--- src/rtl/rbuf_pkg.sv ---
`timescale 1ns/1ps
package rbuf_pkg;
   typedef enum logic [2:0] {
      SEL_BASE = 3'd0,
      SEL_LAST = 3'd1,
      SEL_RD   = 3'd2,
      SEL_WR   = 3'd3,
      SEL_MARK = 3'd4
   } cfg_sel_e;
endpackage

--- src/rtl/rbuf_step.sv ---
`timescale 1ns/1ps
// Next value of a lapping pointer after one step of STEP bytes.
module rbuf_step #(
   parameter int PTR_W = 32,
   parameter int STEP  = 4,
   localparam int ADDR_W = PTR_W - 1,
   localparam int LW     = ADDR_W + 1
) (
   input  logic [PTR_W-1:0]  ptr_i,
   input  logic [ADDR_W-1:0] base_i,
   input  logic [ADDR_W-1:0] last_i,
   output logic [PTR_W-1:0]  nxt_o
);
   logic [LW-1:0] sum;

   always_comb begin
      sum = {1'b0, ptr_i[ADDR_W-1:0]} + LW'(STEP);
      if (sum > {1'b0, last_i})
         nxt_o = {~ptr_i[PTR_W-1], base_i};
      else
         nxt_o = {ptr_i[PTR_W-1], sum[ADDR_W-1:0]};
   end
endmodule

--- src/rtl/rbuf_level.sv ---
`timescale 1ns/1ps
// Fill, free and full/empty flags derived from two lapping pointers.
module rbuf_level #(
   parameter int PTR_W = 32,
   localparam int ADDR_W = PTR_W - 1,
   localparam int LW     = ADDR_W + 1
) (
   input  logic [PTR_W-1:0]  rd_i,
   input  logic [PTR_W-1:0]  wr_i,
   input  logic [ADDR_W-1:0] base_i,
   input  logic [ADDR_W-1:0] last_i,
   output logic [LW-1:0]     size_o,
   output logic [LW-1:0]     fill_o,
   output logic [LW-1:0]     free_o,
   output logic              empty_o,
   output logic              full_o
);
   logic [LW-1:0] ra, wa;
   logic          same_lap, same_addr;

   always_comb begin
      ra        = {1'b0, rd_i[ADDR_W-1:0]};
      wa        = {1'b0, wr_i[ADDR_W-1:0]};
      size_o    = {1'b0, last_i} - {1'b0, base_i} + LW'(1);
      same_lap  = (rd_i[PTR_W-1] == wr_i[PTR_W-1]);
      same_addr = (ra == wa);
      empty_o   = same_lap & same_addr;
      full_o    = ~same_lap & same_addr;
      fill_o    = same_lap ? (wa - ra) : (size_o - (ra - wa));
      free_o    = size_o - fill_o;
   end
endmodule

--- src/rtl/rbuf_event.sv ---
`timescale 1ns/1ps
// One-shot threshold event with software re-arm, plus registered error pulse.
module rbuf_event #(
   parameter int LW = 32
) (
   input  logic          clk,
   input  logic          rst_n,
   input  logic [LW-1:0] metric_i,
   input  logic [LW-1:0] thresh_i,
   input  logic          rearm_i,
   input  logic          refused_i,
   output logic          mark_o,
   output logic          err_o
);
   logic armed_q;
   logic fire;

   assign fire = armed_q && (metric_i > thresh_i);

   always_ff @(posedge clk or negedge rst_n) begin
      if (!rst_n) begin
         armed_q <= 1'b0;
         mark_o  <= 1'b0;
         err_o   <= 1'b0;
      end else begin
         armed_q <= rearm_i | (armed_q & ~fire);
         mark_o  <= fire;
         err_o   <= refused_i;
      end
   end

   // An event is never followed directly by another unless re-armed in between
   p_mark_once_r7: assert property (@(posedge clk) disable iff (!rst_n)
      (mark_o && !$past(rearm_i)) |=> !mark_o);

   // Error pulse only follows a refused request
   p_err_cause_r5: assert property (@(posedge clk) disable iff (!rst_n)
      err_o |-> $past(refused_i));

   // Event implies the count was above threshold the cycle before
   p_mark_cause_r6: assert property (@(posedge clk) disable iff (!rst_n)
      mark_o |-> $past(metric_i > thresh_i));
endmodule

--- src/rtl/rbuf_ptr_mark.sv ---
`timescale 1ns/1ps
module rbuf_ptr_mark
   import rbuf_pkg::*;
#(
   parameter int PTR_W    = 32,
   parameter int STEP     = 4,
   parameter int MARK_LSB = 8,
   parameter bit PLAYBACK = 1'b1
) (
   input  logic             clk,
   input  logic             rst_n,
   input  logic             cfg_we,
   input  logic [2:0]       cfg_sel,
   input  logic [PTR_W-1:0] cfg_wdata,
   input  logic             mark_rearm,
   input  logic             xfer_req,
   output logic             xfer_ack,
   output logic [PTR_W-1:0] rd_ptr_o,
   output logic [PTR_W-1:0] wr_ptr_o,
   output logic [PTR_W-1:0] level_o,
   output logic [PTR_W-1:0] free_o,
   output logic             empty_o,
   output logic             full_o,
   output logic             mark_evt_o,
   output logic             underflow_o,
   output logic             overflow_o
);
   localparam int ADDR_W = PTR_W - 1;
   localparam int LW     = ADDR_W + 1;
   localparam int MW     = ADDR_W - MARK_LSB;

   generate
      if (PTR_W < 8)
         $error("rbuf_ptr_mark: PTR_W must be at least 8");
      if (STEP < 1 || (STEP & (STEP - 1)) != 0)
         $error("rbuf_ptr_mark: STEP must be a power of two");
      if (MARK_LSB < 0 || MARK_LSB >= ADDR_W)
         $error("rbuf_ptr_mark: MARK_LSB out of range");
   endgenerate

   cfg_sel_e sel;
   assign sel = cfg_sel_e'(cfg_sel);

   logic [ADDR_W-1:0] base_q, last_q;
   logic [PTR_W-1:0]  rd_q, wr_q;
   logic [MW-1:0]     mark_q;

   logic wr_base, wr_last, wr_rd, wr_wr, wr_mark;
   assign wr_base = cfg_we && (sel == SEL_BASE);
   assign wr_last = cfg_we && (sel == SEL_LAST);
   assign wr_rd   = cfg_we && (sel == SEL_RD);
   assign wr_wr   = cfg_we && (sel == SEL_WR);
   assign wr_mark = cfg_we && (sel == SEL_MARK);

   logic [LW-1:0] size, fill, free;
   logic          empty, full;

   rbuf_level #(.PTR_W(PTR_W)) u_lvl (
      .rd_i    (rd_q),
      .wr_i    (wr_q),
      .base_i  (base_q),
      .last_i  (last_q),
      .size_o  (size),
      .fill_o  (fill),
      .free_o  (free),
      .empty_o (empty),
      .full_o  (full)
   );

   logic [PTR_W-1:0] cons_ptr, cons_nxt;
   logic [LW-1:0]    metric, thresh;
   logic             stall, adv_rd, adv_wr, err;

   rbuf_step #(.PTR_W(PTR_W), .STEP(STEP)) u_step (
      .ptr_i  (cons_ptr),
      .base_i (base_q),
      .last_i (last_q),
      .nxt_o  (cons_nxt)
   );

   assign xfer_ack = xfer_req & ~stall;
   assign thresh   = {1'b0, mark_q, {MARK_LSB{1'b0}}};

   generate
      if (PLAYBACK) begin : g_drain
         assign cons_ptr    = rd_q;
         assign stall       = empty;
         assign metric      = free;
         assign adv_rd      = xfer_ack;
         assign adv_wr      = 1'b0;
         assign underflow_o = err;
         assign overflow_o  = 1'b0;
      end else begin : g_fill
         assign cons_ptr    = wr_q;
         assign stall       = full;
         assign metric      = fill;
         assign adv_rd      = 1'b0;
         assign adv_wr      = xfer_ack;
         assign underflow_o = 1'b0;
         assign overflow_o  = err;
      end
   endgenerate

   always_ff @(posedge clk or negedge rst_n) begin
      if (!rst_n) begin
         base_q <= '0;
         last_q <= '0;
         rd_q   <= '0;
         wr_q   <= '0;
         mark_q <= '0;
      end else begin
         if (wr_base) base_q <= cfg_wdata[ADDR_W-1:0];
         if (wr_last) last_q <= cfg_wdata[ADDR_W-1:0];
         if (wr_mark) mark_q <= cfg_wdata[ADDR_W-1:MARK_LSB];
         if (wr_rd)       rd_q <= cfg_wdata;
         else if (adv_rd) rd_q <= cons_nxt;
         if (wr_wr)       wr_q <= cfg_wdata;
         else if (adv_wr) wr_q <= cons_nxt;
      end
   end

   rbuf_event #(.LW(LW)) u_evt (
      .clk       (clk),
      .rst_n     (rst_n),
      .metric_i  (metric),
      .thresh_i  (thresh),
      .rearm_i   (mark_rearm),
      .refused_i (xfer_req & stall),
      .mark_o    (mark_evt_o),
      .err_o     (err)
   );

   assign rd_ptr_o = rd_q;
   assign wr_ptr_o = wr_q;
   assign level_o  = fill;
   assign free_o   = free;
   assign empty_o  = empty;
   assign full_o   = full;

   // Accepted request without a software write always moves the owned pointer
   p_adv_moves_r3: assert property (@(posedge clk) disable iff (!rst_n)
      (xfer_ack && !cfg_we) |=> (cons_ptr != $past(cons_ptr)));

   // No request, no write: pointers hold
   p_idle_hold_r3: assert property (@(posedge clk) disable iff (!rst_n)
      (!xfer_req && !cfg_we) |=> ($stable(rd_q) && $stable(wr_q)));

   // Lap flag flips only on landing at base
   p_wrap_base_r4: assert property (@(posedge clk) disable iff (!rst_n)
      (xfer_ack && !cfg_we) |=>
         ((cons_ptr[PTR_W-1] == $past(cons_ptr[PTR_W-1])) ||
          (cons_ptr[ADDR_W-1:0] == base_q)));

   // Software write to the read pointer wins over a step
   p_sw_wins_r9: assert property (@(posedge clk) disable iff (!rst_n)
      (cfg_we && sel == SEL_RD) |=> (rd_q == $past(cfg_wdata)));

   // Full reports a whole buffer, empty reports nothing
   p_full_level_r2: assert property (@(posedge clk) disable iff (!rst_n)
      full |-> (fill == size));
   p_empty_level_r2: assert property (@(posedge clk) disable iff (!rst_n)
      empty |-> (fill == '0));
endmodule

--- config.mk ---
export PLATFORM = sky130hd
export DESIGN_NAME = rbuf_ptr_mark
export DESIGN_NICKNAME = d
export VERILOG_FILES = /design/src/rtl/rbuf_pkg.sv /design/src/rtl/rbuf_step.sv /design/src/rtl/rbuf_level.sv /design/src/rtl/rbuf_event.sv /design/src/rtl/rbuf_ptr_mark.sv
export SDC_FILE = /design/constraint.sdc
export NUM_CORES = 1
export LEC_CHECK = 0
export BUFFER_PORTS_ARGS = -buffer_cell sky130_fd_sc_hd__buf_2
export CELL_PAD_IN_SITES_DETAIL_PLACEMENT = 1
export CELL_PAD_IN_SITES_GLOBAL_PLACEMENT = 2
export CORE_MARGIN = 3
export CORE_UTILIZATION = 34
export CTS_BUF_LIST = sky130_fd_sc_hd__clkbuf_4
export CTS_CLUSTER_SIZE = 30
export DETAILED_ROUTE_END_ITERATION = 8
export GPL_TIMING_DRIVEN = 0
export PLACE_DENSITY_LB_ADDON = 0.12
export SYNTH_ARGS = -nofsm -noshare
export SYNTH_HDL_FRONTEND = slang
export SYNTH_SLANG_ARGS = --single-unit
--- constraint.sdc ---
create_clock -name clk -period 8.69 [get_ports clk]
set_clock_uncertainty 0.1 [all_clocks]
set_input_delay 0.4345 -clock clk [delete_from_list [all_inputs] [get_ports clk]]
set_output_delay 0.4345 -clock clk [all_outputs]
set_load 0.005 [all_outputs]
==> Word-level counts from Yosys, hierarchy flattened <==
Cells that the tools add are included.
W data, S select, Z words.
{ "op_classes": {"n_lt_le_gt_ge": 2, "n_bitwise": 10, "n_shift": 0, "n_reduce_logical": 10, "eq_ne": 6, "muxes": 4, "multipliers": 0, "n_div": 0, "n_addsub": 7} }
{ "op_table": {"columns": ["op", "n"], "rows": [
  ["$mux W32", 4],
  ["$sub A31 B31 Y32", 3],
  ["$gt A32 B31 Y1", 2],
  ["$sub A32 B32 Y32", 2],
  ["$add A31 B3 Y32 const B", 1],
  ["$add A32 B1 Y32 const B", 1],
  ["$eq A31 B31 Y1", 1],
  ["$eq A3 B2 Y1 const B", 2],
  ["$logic_and A1 B1 Y1", 6],
  ["$and A1 B1 Y1", 5],
  ["$not A1 Y1", 4],
  ["$reduce_bool A2 Y1", 2],
  ["$eq A3 B1 Y1 const B", 1],
  ["$eq A3 B3 Y1 const B", 1],
  ["$logic_not A3 Y1", 1],
  ["$reduce_and A2 Y1", 1],
  ["$eq A1 B1 Y1", 1],
  ["$or A1 B1 Y1", 1]
]} }
{ "totals": {"word_cells": 48, "latchBits": 0, "memories": 0, "rom_bits": 0, "output_inout_bits": 134, "in_bits": 40, "ff_bits": 152, "mem_bits_rw": 0} }

==> Logic depth before layout (Yosys ltp) <==
{ "depth": {"word_depth": 10, "ltp_mapped": 43, "depth_no_buf": 43} }

==> Modules after synthesis <==
Synthesis repeated with hierarchy kept, for this count alone.
{ "hier_totals": {"cells_unflattened": 1964, "hier_area_um2": 17236.5} }
{ "by_module_without_submodules": {"columns": ["mod", "cells_each", "area_per_inst_um2", "n_inst", "seq_area_each_um2"], "rows": [
  ["rbuf_level", 1223, 8574.5, 1, 0.0],
  ["rbuf_ptr_mark", 395, 5864.4, 1, 3728.6],
  ["rbuf_step", 229, 1860.5, 1, 0.0],
  ["rbuf_event", 117, 937.1, 1, 75.1]
]} }

==> Least setup slack after synthesis <==
No wires, ideal clock.
{ "synth_timing": {"kind": "register -> register", "start": "reg base_q[2]", "end": "reg u_evt.armed_q", "slack_ns": -0.206, "synth_period_minus_slack_ns": 8.896, "stages_incl_launch_ff": 42, "setup_ns": 0.080, "arrival_time_ns": 8.716, "t_required_ns": 8.510, "n_path_buf": 0, "cell_sequence": "dfrtp_1 -> inv_1 -> ha_1 -> ha_1 -> a21o_1 -> a21oi_1 -> nor2b_1 -> o41ai_1 -> o31ai_1 -> a31o_2 -> a21o_1 -> a21oi_1 -> xnor2_1 -> fa_1 -> ha_1 -> o21a_1 -> o21ai_0 -> nor2_1 -> [... 6 more ...] -> ha_1 -> nand3_1 -> nor2_1 -> a221oi_1 -> o21ai_0 -> o31ai_1 -> a221oi_2 -> nor3_1 -> nor2_1 -> xor2_1 -> ha_1 -> nand4_1 -> nor2_1 -> nand3b_1 -> or4_1 -> o41a_1 -> or4_1 -> o211ai_2"} }
{ "synth_between": {"elab_chain_len": 10} }
{ "synth_lines": {"columns": ["element", "line", "source"], "rows": [
  ["start, declared", "rbuf_ptr_mark.sv:44", "logic [ADDR_W-1:0] base_q, last_q;"],
  ["start signal, assigned", "rbuf_ptr_mark.sv:112", "if (wr_base) base_q <= cfg_wdata[ADDR_W-1:0];"],
  ["$sub A31 B31 Y32 (*)", "rbuf_level.sv:24", "size_o = {1'b0, last_i} - {1'b0, base_i} + LW'(1);"],
  ["$add A32 B1 Y32 (*)", "rbuf_level.sv:24", null],
  ["$sub A32 B32 Y32", "rbuf_level.sv:29", "fill_o = same_lap ? (wa - ra) : (size_o - (ra - wa));"],
  ["$mux W32", "rbuf_level.sv:29", null],
  ["$sub A32 B32 Y32 (*)", "rbuf_level.sv:30", "free_o = size_o - fill_o;"],
  ["named net free_o[27]", "rbuf_ptr_mark.sv:21", "output logic [PTR_W-1:0] free_o,"],
  ["$gt A32 B31 Y1 (*)", "rbuf_event.sv:18", "assign fire = armed_q && (metric_i > thresh_i);"],
  ["$logic_and A1 B1 Y1 (*)", "rbuf_event.sv:18", null],
  ["$not A1 Y1 (*)", "rbuf_event.sv:26", "armed_q <= rearm_i | (armed_q & ~fire);"],
  ["$and A1 B1 Y1 (*)", "rbuf_event.sv:26", null],
  ["$or A1 B1 Y1 (*)", "rbuf_event.sv:26", null],
  ["end signal, assigned", "rbuf_event.sv:26", null],
  ["end, declared", "rbuf_event.sv:15", "logic armed_q;"]
]} }
The timed path passes the listed nets; every way through them passes the cells marked *.
A chain may end at the register's enable or synchronous reset.

==> Worst setup path after layout <==
{ "layout_timing": {"start": "reg base_q[1]", "end": "reg u_evt.armed_q"} }
{ "layout_between": {"elab_chain_len": 10} }
{ "layout_lines": {"columns": ["element", "line"], "rows": [
  ["$sub A31 B31 Y32 (*)", "rbuf_level.sv:24"],
  ["$add A32 B1 Y32 (*)", "rbuf_level.sv:24"],
  ["$sub A32 B32 Y32", "rbuf_level.sv:29"],
  ["$mux W32", "rbuf_level.sv:29"],
  ["$sub A32 B32 Y32 (*)", "rbuf_level.sv:30"],
  ["$gt A32 B31 Y1 (*)", "rbuf_event.sv:18"],
  ["$logic_and A1 B1 Y1 (*)", "rbuf_event.sv:18"],
  ["$not A1 Y1 (*)", "rbuf_event.sv:26"],
  ["$and A1 B1 Y1 (*)", "rbuf_event.sv:26"],
  ["$or A1 B1 Y1 (*)", "rbuf_event.sv:26"]
]} }
Mark *: on every way between the ends. The rest lies on a longest branch, timed or not.

==> metrics.yaml <==
outcome:
  status: "finished with violations"
  violations: "setup timing"
worst_hold_path:
  hp-class: "in -> async"
timing:
  final.setup.worst_slack_ns: -1.01
  slew_violations: 0
  fin_crit_sh_pct: 112
  worstMarginPinSlew_ns: 1.28
  slew_headroom_pct: 14.0
  post-route-min-period_ns: 9.70
  hold_violations: 0
  setup_viol: 3
  fmax_ghz: 0.103
  rsz0062_at_grt: "true"
  hold_ws_ns: 0.0944
die:
  die_area_sq_um: 49900
  die_w_um: 223
  rows: 79
  die-height_um: 223
  core-area_sq_um: 46700
  ios: 174
  start_util_pct: 34.4
place:
  dpl.hpwl_mm: 56.2
  io_buffer_count: 170
  place_ws_ns: -3.11
  routabilityCongestion: 0.895
  place_area_sq_um: 17800
critical_path:
  crit_slowest_cell: "or4_4"
  critical_path.max_stage_delay_ns: 0.58
  crit_required_ns: 9.25
  crit_top_cell: "buf_4"
  cp_data_arrival_time_ns: 10.26
  end_kind: "flip-flop"
  critPathMaxFanout: 4
  crit_type: "reg -> reg"
  worst_setup_path_start_kind: "flip-flop"
synthesis:
  yosys.area_share.xor_xnor_pct: 7.46
  synth_compound_area_share_pct: 22.6
  synth.avg_cell_area_sq_um: 8.44
  yosys_most_used_dff: "dfrtp_1"
  ys_types: 90
  synth_top_family_by_area: "compound AO/OA/AOI/OAI gates"
  synth_fa_ha_area_share_pct: 20.6
  synth_mux_area_share_pct: 5.50
  synth-seq-cells: 152
  seq_area_frac_synth_pct: 23.7
  synth-simple-area-share_pct: 14.1
  yosysWarnings: 0
  syn_area_sq_um: 16100
  async_reset_ff_share_pct: 100
  postSynthCellCount: 1905
  synth_fp_nets: 2188
  synth-edff-count: 0
cts:
  clk_path_buf_depth: 2
  clk_latency_ns: 0.74
  h-tree-depth: 4
  tritoncts: "yes"
  cts_root_buf: "clkbuf_4"
  cts_inserted_buffers: 17
  path_clk_slew_ns: 0.16
  cts_num_sinks: 152
global_route:
  grt-ovfl-total: 0
  grt_pass1_vias: 16500
  grt_use_total_pct: 28.1
  grt_max_degree: 101
  antenna_found_initial: 2
  grt_pass1_wl_mm: 104
route:
  firstDrtPassIters: 5
  antenna_left: 0
  wl_mm: 70.7
  viasPerCell: 5.56
  vias: 15700
  drt_drc_violations_left: 0
  initialDrtViolationCount: 757
  wl_per_cell_um: 25.0
job:
  cap_viol_max_count: 0
finish:
  area_growth_pct: 25.7
  finalNetCount: 2494
  drive_above_1_share_pct: 23.3
  design_area_sq_um: 20200
-- critical path, delay by kind of cell, from the launching register on --
family	cells	cell delay, ns
adder cells (fa/ha/maj)	7	1.88
AO/OA/AOI/OAI	16	3.30
AND/OR/NAND/NOR	12	2.60
flip-flops	1	0.42
multiplexers	1	0.14
buffers and inverters	7	0.95
XOR/XNOR	1	0.19
-- cells by family (layout without fill, tap and decap cells) --
logic type / count (synthesis) / in the layout
XOR/XNOR: 136 / 136
AND/OR/NAND/NOR: 461 / 461
other: 1 / 4
multiplexers: 83 / 83
flip-flops: 152 / 152
AO/OA/AOI/OAI: 573 / 573
adder cells (fa/ha/maj): 244 / 244
buffers and inverters: 255 / 572
-- cell type report --
type                    count  area [sq um]
clock inverters            10           106
clock buffers              20           150
multi-input cells        1498         12500
diodes                      3          7.51
fillers                  5618         26500
plain buffers              52           214
flip-flops and latches    152          3800
inverters                 197           739
well taps                 607           759
repair buffers            293          1940
-- stage by stage --
step	utilization [%]	setup TNS (ns)	instances
3_5_place_dp	38.1	-11.83	2684
2_1_floorplan	-	0	1905
4_1_cts	42.2	-2.72	2805
3_3_place_gp	37.9	-11.96	2682
5_1_grt	43.3	-3.85	2831
6_report	43.3	-2.08	2832
-- final timing paths --
path	depth (start not counted)	slack (ns)	from	to
hold / removal	2	0.09	rst_n	last_q[3]
hold reg to reg	1	0.45	mark_q[0]	mark_q[0]
max in group asynchronous	3	7.44	rst_n	last_q[15]
min in group clk	4	0.14	cfg_sel[0]	mark_q[22]
setup / recovery	44	-1.01	base_q[1]	u_evt.armed_q
setup reg to reg	44	-1.01	base_q[1]	u_evt.armed_q
-- synth_stat cells (all sizes together) (5+ instances only) --
library cell / n / area (sq um)
a2111oi: 7 / 68.8
a211oi: 18 / 140
a21boi: 7 / 52.6
a21o: 69 / 518
a21oi: 149 / 746
a221oi: 8 / 76.3
a31oi: 13 / 81.3
and2: 12 / 75.1
and3: 13 / 81.3
and4: 7 / 61.3
buf: 6 / 41.3
clkbuf: 52 / 195
dfrtp: 152 / 3800
fa: 34 / 681
ha: 209 / 2620
inv: 197 / 739
mux2: 42 / 473
mux2i: 41 / 410
nand2: 170 / 643
nand2b: 17 / 106
nand3: 32 / 165
nand3b: 5 / 37.5
nand4: 26 / 163
nor2: 82 / 308
nor2b: 19 / 119
nor3: 35 / 196
nor4: 10 / 83.8
o211ai: 13 / 108
o21a: 33 / 248
o21ai: 183 / 923
o21bai: 19 / 143
o311ai: 5 / 51.3
o31a: 5 / 43.8
o31ai: 10 / 103
or2: 5 / 31.3
or3: 16 / 105
xnor2: 101 / 885
xor2: 35 / 314
-- cells in the final DEF (no fill, tap or decap), drive strengths merged, types with 42 or more instances in the layout --
cell type,count
buf,262
ha,209
inv,197
o21ai,183
nand2,170
dfrtp,152
a21oi,149
xnor2,101
nor2,82
a21o,69
clkbuf,66
mux2,42
-- metal layers --
layer  vias up  GRT usage, %  routed length, um
met5         -             0                  0
met1      7919          36.2              31600
met3       118          5.05               2960
met2       318          46.4              33100
li1       7378             -                  -
met4         0          12.1               3040
-- timing repair --
action	4_1_cts	5_1_grt
buffers inserted	65	34
pin swaps	78	72
setup endpoints to repair	16	11
gates resized for setup	160	64
hold buffers	37	0
hold endpoints to repair	226	0
-- registers in the layout, summed over array words and instances, names as in the netlist --
signal / flops
rd_ptr_o: 32
wr_ptr_o: 32
base_q: 31
last_q: 31
mark_q: 23
u_evt.armed_q: 1
u_evt.err_o: 1
u_evt.mark_o: 1
Power is not shown: default switching activity piles up to over one toggle a cycle in this logic, so the estimate is an artifact.
